**config.mk**
```make
export PLATFORM = sky130hd
export DESIGN_NAME = rst_seq_ctrl
export DESIGN_NICKNAME = d
export VERILOG_FILES = /design/src/rtl/rsc_pkg.sv /design/src/rtl/rsc_req_sync.sv /design/src/rtl/rsc_delay_timer.sv /design/src/rtl/rsc_cause_log.sv /design/src/rtl/rst_seq_ctrl.sv
export SDC_FILE = /design/constraint.sdc
export NUM_CORES = 1
export LEC_CHECK = 0
export ABC_CLOCK_PERIOD_IN_PS = 4100
export CORE_AREA = 2 2 67 69
export CTS_CLUSTER_SIZE = 16
export DETAILED_ROUTE_END_ITERATION = 10
export DIE_AREA = 0 0 69 71
export GPL_ROUTABILITY_DRIVEN = 0
export PLACE_DENSITY = 0.85
export SLEW_MARGIN = 0
export SYNTH_ARGS = -nofsm -noshare
export SYNTH_HDL_FRONTEND = slang
export SYNTH_SLANG_ARGS = --single-unit
```
**constraint.sdc**
```tcl
create_clock -name clk -period 4.1 [get_ports clk]
set_input_delay 0.82 -clock clk [delete_from_list [all_inputs] [get_ports clk]]
set_output_delay 0.82 -clock clk [all_outputs]
set_load 0.02 [all_outputs]
```
**src/rtl/rsc_pkg.sv**
```systemverilog
package rsc_pkg;
  localparam int NSRC    = 6;
  localparam int SRC_EXT = 0;
  localparam int SRC_WDG = 1;
  localparam int SRC_POR = 2;
  localparam int SRC_LVD = 3;
  localparam int SRC_PDD = 4;
  localparam int SRC_HWK = 5;

  typedef enum logic [1:0] {
    ST_WAIT = 2'd0,
    ST_STAB = 2'd1,
    ST_POST = 2'd2,
    ST_RUN  = 2'd3
  } seq_state_t;
endpackage

```
**src/rtl/rsc_req_sync.sv**
```systemverilog
module rsc_req_sync #(
  parameter int STAGES = 2
) (
  input  logic clk,
  input  logic req,
  output logic hold
);
  logic [STAGES-1:0] chain;

  // set at once, clear only after STAGES clean edges
  always_ff @(posedge clk or posedge req) begin
    if (req) chain <= '1;
    else     chain <= {chain[STAGES-2:0], 1'b0};
  end

  assign hold = chain[STAGES-1];
endmodule

```
**src/rtl/rsc_delay_timer.sv**
```systemverilog
module rsc_delay_timer #(
  parameter int CNT_W = 16
) (
  input  logic             clk,
  input  logic             run,
  input  logic [CNT_W-1:0] limit,
  output logic             expired
);
  logic [CNT_W-1:0] cnt;

  assign expired = run && (cnt == limit - CNT_W'(1));

  always_ff @(posedge clk) begin
    if (!run || expired) cnt <= '0;
    else                 cnt <= cnt + CNT_W'(1);
  end
endmodule

```
**src/rtl/rsc_cause_log.sv**
```systemverilog
module rsc_cause_log #(
  parameter int NS      = 6,
  parameter int POR_BIT = 2
) (
  input  logic          clk,
  input  logic [NS-1:0] src_vec,
  output logic [NS-1:0] cause
);
  always_ff @(posedge clk) begin
    if (src_vec[POR_BIT]) cause <= src_vec;
    else                  cause <= cause | src_vec;
  end
endmodule

```
**src/rtl/rst_seq_ctrl.sv**
```systemverilog
module rst_seq_ctrl
  import rsc_pkg::*;
#(
  parameter int STAB_CYC    = 128,
  parameter int SHORT_CYC   = 4,
  parameter int SCALE_LG    = 7,
  parameter int PRE_W       = 8,
  parameter int SYNC_STAGES = 2
) (
  input  logic             clk,
  input  logic             ext_rst_n,
  input  logic             wdg_req,
  input  logic             por_evt,
  input  logic             lvd_req,
  input  logic             hwk_req,
  input  logic             supply_ok,
  input  logic             pdd_en,
  input  logic             supply_zero,
  input  logic             clk_xtal,
  input  logic [PRE_W-1:0] wake_pre,
  output logic             core_rst,
  output logic             osc_en,
  output logic             run_en,
  output logic [NSRC-1:0]  rst_cause
);
  localparam int CNT_W = PRE_W + SCALE_LG + 1;

  logic [NSRC-1:0]  src_vec;
  logic             req_any;
  logic             hold;
  logic             lock_q;
  logic             go;
  seq_state_t       state;
  logic [CNT_W-1:0] post_len;
  logic [CNT_W-1:0] lim;
  logic [CNT_W-1:0] xtal_len;
  logic             tmr_run;
  logic             tmr_done;

  always_comb begin
    src_vec          = '0;
    src_vec[SRC_EXT] = ~ext_rst_n;
    src_vec[SRC_WDG] = wdg_req;
    src_vec[SRC_POR] = por_evt;
    src_vec[SRC_LVD] = lvd_req;
    src_vec[SRC_PDD] = pdd_en & ~supply_ok;
    src_vec[SRC_HWK] = hwk_req;
  end

  assign req_any = |src_vec;

  rsc_req_sync #(.STAGES(SYNC_STAGES)) u_sync (
    .clk  (clk),
    .req  (req_any),
    .hold (hold)
  );

  // power-on with monitor off: wait for a full power cycle
  always_ff @(posedge clk) begin
    if (por_evt)          lock_q <= ~pdd_en;
    else if (supply_zero) lock_q <= 1'b0;
  end

  assign go       = pdd_en ? supply_ok : ~lock_q;
  assign xtal_len = (CNT_W'(wake_pre) + CNT_W'(1)) << SCALE_LG;
  assign tmr_run  = (state == ST_STAB) || (state == ST_POST);
  assign lim      = (state == ST_STAB) ? CNT_W'(STAB_CYC) : post_len;

  rsc_delay_timer #(.CNT_W(CNT_W)) u_tmr (
    .clk     (clk),
    .run     (tmr_run),
    .limit   (lim),
    .expired (tmr_done)
  );

  always_ff @(posedge clk) begin
    if (hold) begin
      state    <= ST_WAIT;
      osc_en   <= 1'b0;
      run_en   <= 1'b0;
      post_len <= CNT_W'(SHORT_CYC);
    end else begin
      case (state)
        ST_WAIT: if (go) begin
          state  <= ST_STAB;
          osc_en <= 1'b1;
        end
        ST_STAB: if (tmr_done) begin
          state    <= ST_POST;
          post_len <= clk_xtal ? xtal_len : CNT_W'(SHORT_CYC);
        end
        ST_POST: if (tmr_done) begin
          state  <= ST_RUN;
          run_en <= 1'b1;
        end
        default: ;
      endcase
    end
  end

  // pin path is combinational so a pin reset is seen with no clock
  assign core_rst = req_any | ~run_en;

  rsc_cause_log #(.NS(NSRC), .POR_BIT(SRC_POR)) u_cause (
    .clk     (clk),
    .src_vec (src_vec),
    .cause   (rst_cause)
  );
endmodule

```
==> impl_metrics.json, run 1 <==
{
  "status": "complete, no violations",
  "regToRegStartpoint": "state[1]",
  "via_per_inst": 5.50,
  "start_util_pct": 52.6,
  "synth_area_leaders": "dfxtp_1 33%, nor2_1 5.9%, xnor2_1 5.9%",
  "cts_setup_buffers": 0,
  "powerDensity_mw_per_mm2": 408,
  "p_comb_share_pct": 32.6,
  "synth_edf_count": 1,
  "critical_path_required_ns": 3.28,
  "portBuffers": 26,
  "grt_pass1_wl_um": 7450,
  "maxCapViolations": 0,
  "setup_viol_count_final": 0,
  "cts_tree": "built",
  "initialDrtViolationCount": 97,
  "clock_sinks": 39,
  "r2r_cells": 11,
  "nets": 315,
  "hold_class": "flop to flop",
  "drv_slew": 0,
  "internal-power_w": 0.000676,
  "die_w_um": 69,
  "grt.overflow.total": 0,
  "wl_per_cell_um": 12.1,
  "drcViolationCount": 0,
  "cp_top_family": "buffers and inverters",
  "start_kind": "input port",
  "dpl_worst_slack_ns": 0.661,
  "cp-endpoint": "core_rst",
  "fp.dieArea_mm2": 0.00490,
  "cp_max_fo": 3,
  "antenna_cells": 0,
  "cts_buffers": 5,
  "final_layout_size_suffix_gt1_share_pct": 7.59,
  "cts_resized": 0,
  "grt_util_all_layers_pct": 18.3,
  "synth_top_area_share_pct": 32.6,
  "worstPathArrival_ns": 2.58,
  "power_frac_clock_pct": 25.6,
  "synth_seq_cells": 39,
  "dr.pass1.iters": 4,
  "max-vdd-ir-drop_mv": 0.295,
  "synth_area_mm2": 0.00221,
  "synthArstFlopShare_pct": 5.13,
  "boundaryPins": 27,
  "die_h_um": 71,
  "cts_root_buf": "clkbuf_8",
  "crit_slowest_cell": "clkdlybuf4s50_1",
  "fin_util_pct": 61.2,
  "worstSetupPathType": "input port to output pin",
  "syn_nets": 296,
  "path_clk_slew_ns": 0.08,
  "coreArea_mm2": 0.00420,
  "worstMarginPinSlew_ns": 0.552,
  "synth_warnings": 0,
  "ys_seq_area_share_pct": 36.4,
  "hold_viol": 0,
  "holdWs_ns": 0.361,
  "dp_hpwl_um": 3180,
  "clk_latency_ns": 0.30,
  "critPathCaptureType": "output pin",
  "p_total_w": 0.00105,
  "path_cells": "clkdlybuf4s50_1 > nand2b_1 > nand3b_1 > nor4_1 > nand2_1 > clkdlybuf4s50_1",
  "totalWireLength_um": 4140,
  "final_antenna_net_count": 0,
  "ctsLongestPathBuffers": 2,
  "fin_skew_ns": 0.00803,
  "antenna_found_initial": 0,
  "syn_inst": 270,
  "finalSetupTns_ns": 0,
  "min_period_ns": 3.40,
  "min_period_over_period_pct": 82.9,
  "p_leak_nw": 0.905,
  "syn_avg_cell_area_um2": 8.18,
  "crit_cells": 6,
  "max_stage_delay_ns": 0.55,
  "crit_top_cell": "clkdlybuf4s50_1",
  "rsz0062_at_grt": "false",
  "h-tree-depth": 2,
  "r2r-end": "post_len[15]",
  "setup_slack_ns": 0.702,
  "pwr-share-seq_pct": 41.8,
  "yosys.area.top_type": "dfxtp_1",
  "cts_hold_buf": 0,
  "max-slew-margin-rel_pct": 62.9,
  "r2r_slack_ns": 0.99,
  "synthToLayoutAreaGrowth_pct": 16.4,
  "clock.fmax_mhz": 294,
  "ys_types": 55,
  "grt_pass1_vias": 1741,
  "synth_ff_type": "dfxtp_1",
  "rows": 24,
  "crit_start": "supply_ok",
  "grt_max_degree": 21,
  "vias": 1881,
  "p_switching_w": 0.000372,
  "path_buf_inv": 2,
  "switching_share_pct": 35.5
}
routing by layer:
metal	vias up	track usage (%)	wire [µm]
li1	960	-	-
met1	880	23.4	1940
met2	35	30.0	1970
met3	6	4.84	178
met4	0	6.32	53
met5	-	0	0
registers in the layout, summed over array words and instances (netlist names):
signal and cells:
lock_q 1, osc_en 1, post_len 10, run_en 1, state 2, u_cause.cause 6, u_sync.chain 2, u_tmr.cnt 16
synthesized netlist by cell type (2+ instances only):
| master | instances |
|---|---|
| ha_1 | 8 |
| nor2b_1 | 5 |
| a21o_1 | 3 |
| nand2b_1 | 2 |
| or3_1 | 2 |
| buf_2 | 4 |
| nand3b_1 | 2 |
| a21oi_1 | 12 |
| nor3_1 | 8 |
| xor2_1 | 13 |
| nor2_1 | 35 |
| nand3_1 | 12 |
| clkbuf_1 | 10 |
| nand4_1 | 5 |
| xnor2_1 | 15 |
| inv_1 | 15 |
| o21ai_0 | 6 |
| or2_2 | 4 |
| a31oi_1 | 2 |
| nor4_1 | 4 |
| or3b_1 | 7 |
| and3_1 | 2 |
| nand2_1 | 25 |
| a311o_1 | 2 |
| dfstp_2 | 2 |
| dfxtp_1 | 36 |
through the flow:
stage	cells	cell area [µm²]
final	342	2570
after global placement	334	2480
after floorplan	270	2210
after CTS	342	2570
after global routing	342	2570
after detailed placement	334	2480
placed cells by master, fill, tap and decap left out, drive strengths merged, types with 3 or more instances in the layout:
| master | count |
|---|---|
| a21o | 3 |
| a21oi | 13 |
| buf | 3 |
| clkbuf | 5 |
| clkdlybuf4s50 | 26 |
| dfxtp | 36 |
| ha | 8 |
| inv | 16 |
| nand2 | 25 |
| nand3 | 12 |
| nand4 | 5 |
| nor2 | 35 |
| nor2b | 5 |
| nor3 | 8 |
| nor4 | 5 |
| o21ai | 7 |
| or2 | 4 |
| or3b | 7 |
| xnor2 | 15 |
| xor2 | 13 |
worst min-delay path by stage:
stage	depth (start not counted)	slack, ns	from	endpoint
floorplan	0	0.35	u_sync.chain[0]	u_sync.chain[1]
finish	0	0.36	u_sync.chain[0]	u_sync.chain[1]
detailed placement	0	0.35	u_sync.chain[0]	u_sync.chain[1]
global placement	0	0.35	u_sync.chain[0]	u_sync.chain[1]
CTS	0	0.36	u_sync.chain[0]	u_sync.chain[1]
global route	0	0.36	u_sync.chain[0]	u_sync.chain[1]
logic make-up after synthesis:
group	Yosys count	synth area share, %
AOI/OAI and AO/OA	39	12.1
xor gates and xnor gates	28	11.1
adders and majority gates	9	4.98
buffers and inverters	32	6.06
DFF	39	36.4
muxes	1	0.510
other	1	0.170
and+or+nand+nor	121	28.8
power groups by stage:
| stage | logic (W) | registers (W) | clock network (W) |
|---|---|---|---|
| detailed placement | 0.000342 | 0.000448 | 0 |
| finish | 0.000342 | 0.000439 | 0.000268 |
| floorplan | 0.000235 | 0.000448 | 0 |
| CTS | 0.000345 | 0.000439 | 0.000272 |
| global placement | 0.000334 | 0.000446 | 0 |
| global route | 0.000388 | 0.000446 | 0.000289 |
cell type report:
cell class,instances,area (µm²)
fillers,377,1630
multi-input cells,199,1270
flip-flops and latches,39,803
repair buffers,29,283
clock buffers,5,68.8
well taps,52,65.1
inverters,15,56.3
clock inverters,3,23.8
(Power assumes the default switching activity.)
==> run 2: changes to the inputs <==
--- a/config.mk
+++ b/config.mk
@@ -5,7 +5,7 @@
 export SDC_FILE = /design/constraint.sdc
 export NUM_CORES = 1
 export LEC_CHECK = 0
-export ABC_CLOCK_PERIOD_IN_PS = 4100
+export ABC_CLOCK_PERIOD_IN_PS = 3400
 export CORE_AREA = 2 2 67 69
 export CTS_CLUSTER_SIZE = 16
 export DETAILED_ROUTE_END_ITERATION = 10
==> constraint.sdc (replaced) <==
create_clock -name clk -period 3.4 [get_ports clk]
set_input_delay 0.68 -clock clk [delete_from_list [all_inputs] [get_ports clk]]
set_output_delay 0.68 -clock clk [all_outputs]
set_load 0.02 [all_outputs]
==> impl_metrics.json, run 2 (same netlist as run 1, synthesis figures left out) <==
{
  "wl_per_cell_um": 13.7,
  "hold_class": "flop to flop",
  "via_per_inst": 5.58,
  "grt_pass1_vias": 1908,
  "initialDrtViolationCount": 118,
  "clock.fmax_mhz": 323,
  "cts_tree": "built",
  "holdWs_ns": 0.366,
  "status": "complete, no violations",
  "synthToLayoutAreaGrowth_pct": 19.4,
  "grt_max_degree": 17,
  "die_h_um": 71,
  "critPathCaptureType": "flop",
  "met3_usage_pct": 4.42,
  "cts_root_buf": "clkbuf_8",
  "fillerInstances": 369,
  "dr.pass1.iters": 5,
  "vias": 1937,
  "worstPathArrival_ns": 3.33,
  "fp.dieArea_mm2": 0.00490,
  "powerDensity_mw_per_mm2": 511,
  "setup_viol_count_final": 0,
  "cts_hold_buf": 0,
  "final_antenna_net_count": 0,
  "max-vdd-ir-drop_mv": 0.329,
  "p_total_w": 0.00135,
  "finalSetupTns_ns": 0,
  "met2_usage_pct": 36.4,
  "min_period_over_period_pct": 91.2,
  "drv_slew": 0,
  "clk_latency_ns": 0.30,
  "grt_pass1_wl_um": 8380,
  "clock_sinks": 39,
  "start_kind": "flop",
  "critical_path_required_ns": 3.63,
  "dpl_worst_slack_ns": 0.209,
  "grt_most_used_layer": "met2",
  "grt.overflow.total": 0,
  "largest_register_ffs": 16,
  "dp_hpwl_um": 3540,
  "rsz0062_at_grt": "false",
  "final_common_cell": "dfxtp_1",
  "worstSetupPathType": "flop to flop",
  "maxCapViolations": 0,
  "p_leak_nw": 0.949,
  "largest_register": "u_tmr.cnt",
  "antenna_found_initial": 0,
  "grt.met1_usage_pct": 24.5,
  "min_period_ns": 3.10,
  "fin_skew_ns": 0.0108,
  "boundaryPins": 27,
  "die_w_um": 69,
  "h-tree-depth": 2,
  "nets": 320,
  "portBuffers": 26,
  "antenna_cells": 0,
  "final_layout_size_suffix_gt1_share_pct": 9.15,
  "largest_registers": "u_tmr.cnt: 16 flops, post_len: 10 flops, u_cause.cause: 6 flops",
  "hold_viol": 0,
  "drcViolationCount": 0,
  "grt_util_all_layers_pct": 20.9,
  "setup_slack_ns": 0.300,
  "cp_max_fo": 11,
  "totalWireLength_um": 4740,
  "final_cell_mix": "36 x dfxtp_1, 35 x nor2_1, 26 x clkdlybuf4s50_1, 25 x nand2_1",
  "ctsLongestPathBuffers": 2,
  "cts_buffers": 5,
  "start_util_pct": 52.6,
  "fin_util_pct": 62.8,
  "path_clk_slew_ns": 0.08,
  "coreArea_mm2": 0.00420,
  "rows": 24
}
run 2: cell types whose count changed in the layout (fill, tap and decap cells not counted), sizes merged:
cell,change
bufinv,+1
clkbuf,+1
clkinvlp,-2
buf,+5
run 2: area by class of cell:
cell class	instances	area (µm²)	area share, %
multi-input cells	199	1270	48.2
flip-flops and latches	39	803	30.4
repair buffers	34	320	12.1
clock inverters	2	38.8	1.47
inverters	15	56.3	2.13
well taps	52	65.1	2.47
clock buffers	6	82.6	3.13
run 2: metal layers:
metal	up-vias	wire length (µm)
met2	59	2350
met4	0	107
met3	9	209
li1	975	-
met5	-	0
met1	894	2070
run 2: power by group:
part           internal [W]  switching, W
Combinational      0.000175      0.000237
Sequential         0.000495     0.0000337
Clock              0.000241      0.000167
run 2: path summary, 6_finish.rpt:
| check | depth (start not counted) | endpoint | start | slack [ns] |
|---|---|---|---|---|
| max in group asynchronous | 5 | u_sync.chain[0] | supply_ok | 1.98 |
| worst max-delay path | 12 | post_len[12] | state[1] | 0.30 |
| worst max register to register | 12 | post_len[12] | state[1] | 0.30 |
| worst min register to register | 0 | u_sync.chain[1] | u_sync.chain[0] | 0.37 |
| worst min-delay path | 0 | u_sync.chain[1] | u_sync.chain[0] | 0.37 |
| min in group asynchronous | 3 | u_sync.chain[1] | wdg_req | 1.21 |
run 2: worst max-delay path, stage by stage, from the launching register on:
cell	delay (ns)
dfxtp_1	0.38
inv_1	0.09
ha_1	0.27
nand2b_1	0.21
ha_1	0.31
xor2_1	0.14
and3_1	0.18
o2111ai_1	0.16
a2111oi_2	0.25
nand4_1	0.27
buf_4	0.26
or3b_1	0.36
a21oi_1	0.14
run 2: timing repair:
action / 4_1_cts / 5_1_grt
buffers inserted: 0 / 4
setup endpoints to repair: 0 / 4
gates resized for setup: 0 / 0
run 2: through the flow:
stage | area [µm²] | instances
3_3_place_gp | 2490 | 335
3_5_place_dp | 2490 | 335
4_1_cts | 2610 | 343
2_1_floorplan | 2210 | 270
6_report | 2640 | 347
5_1_grt | 2640 | 347
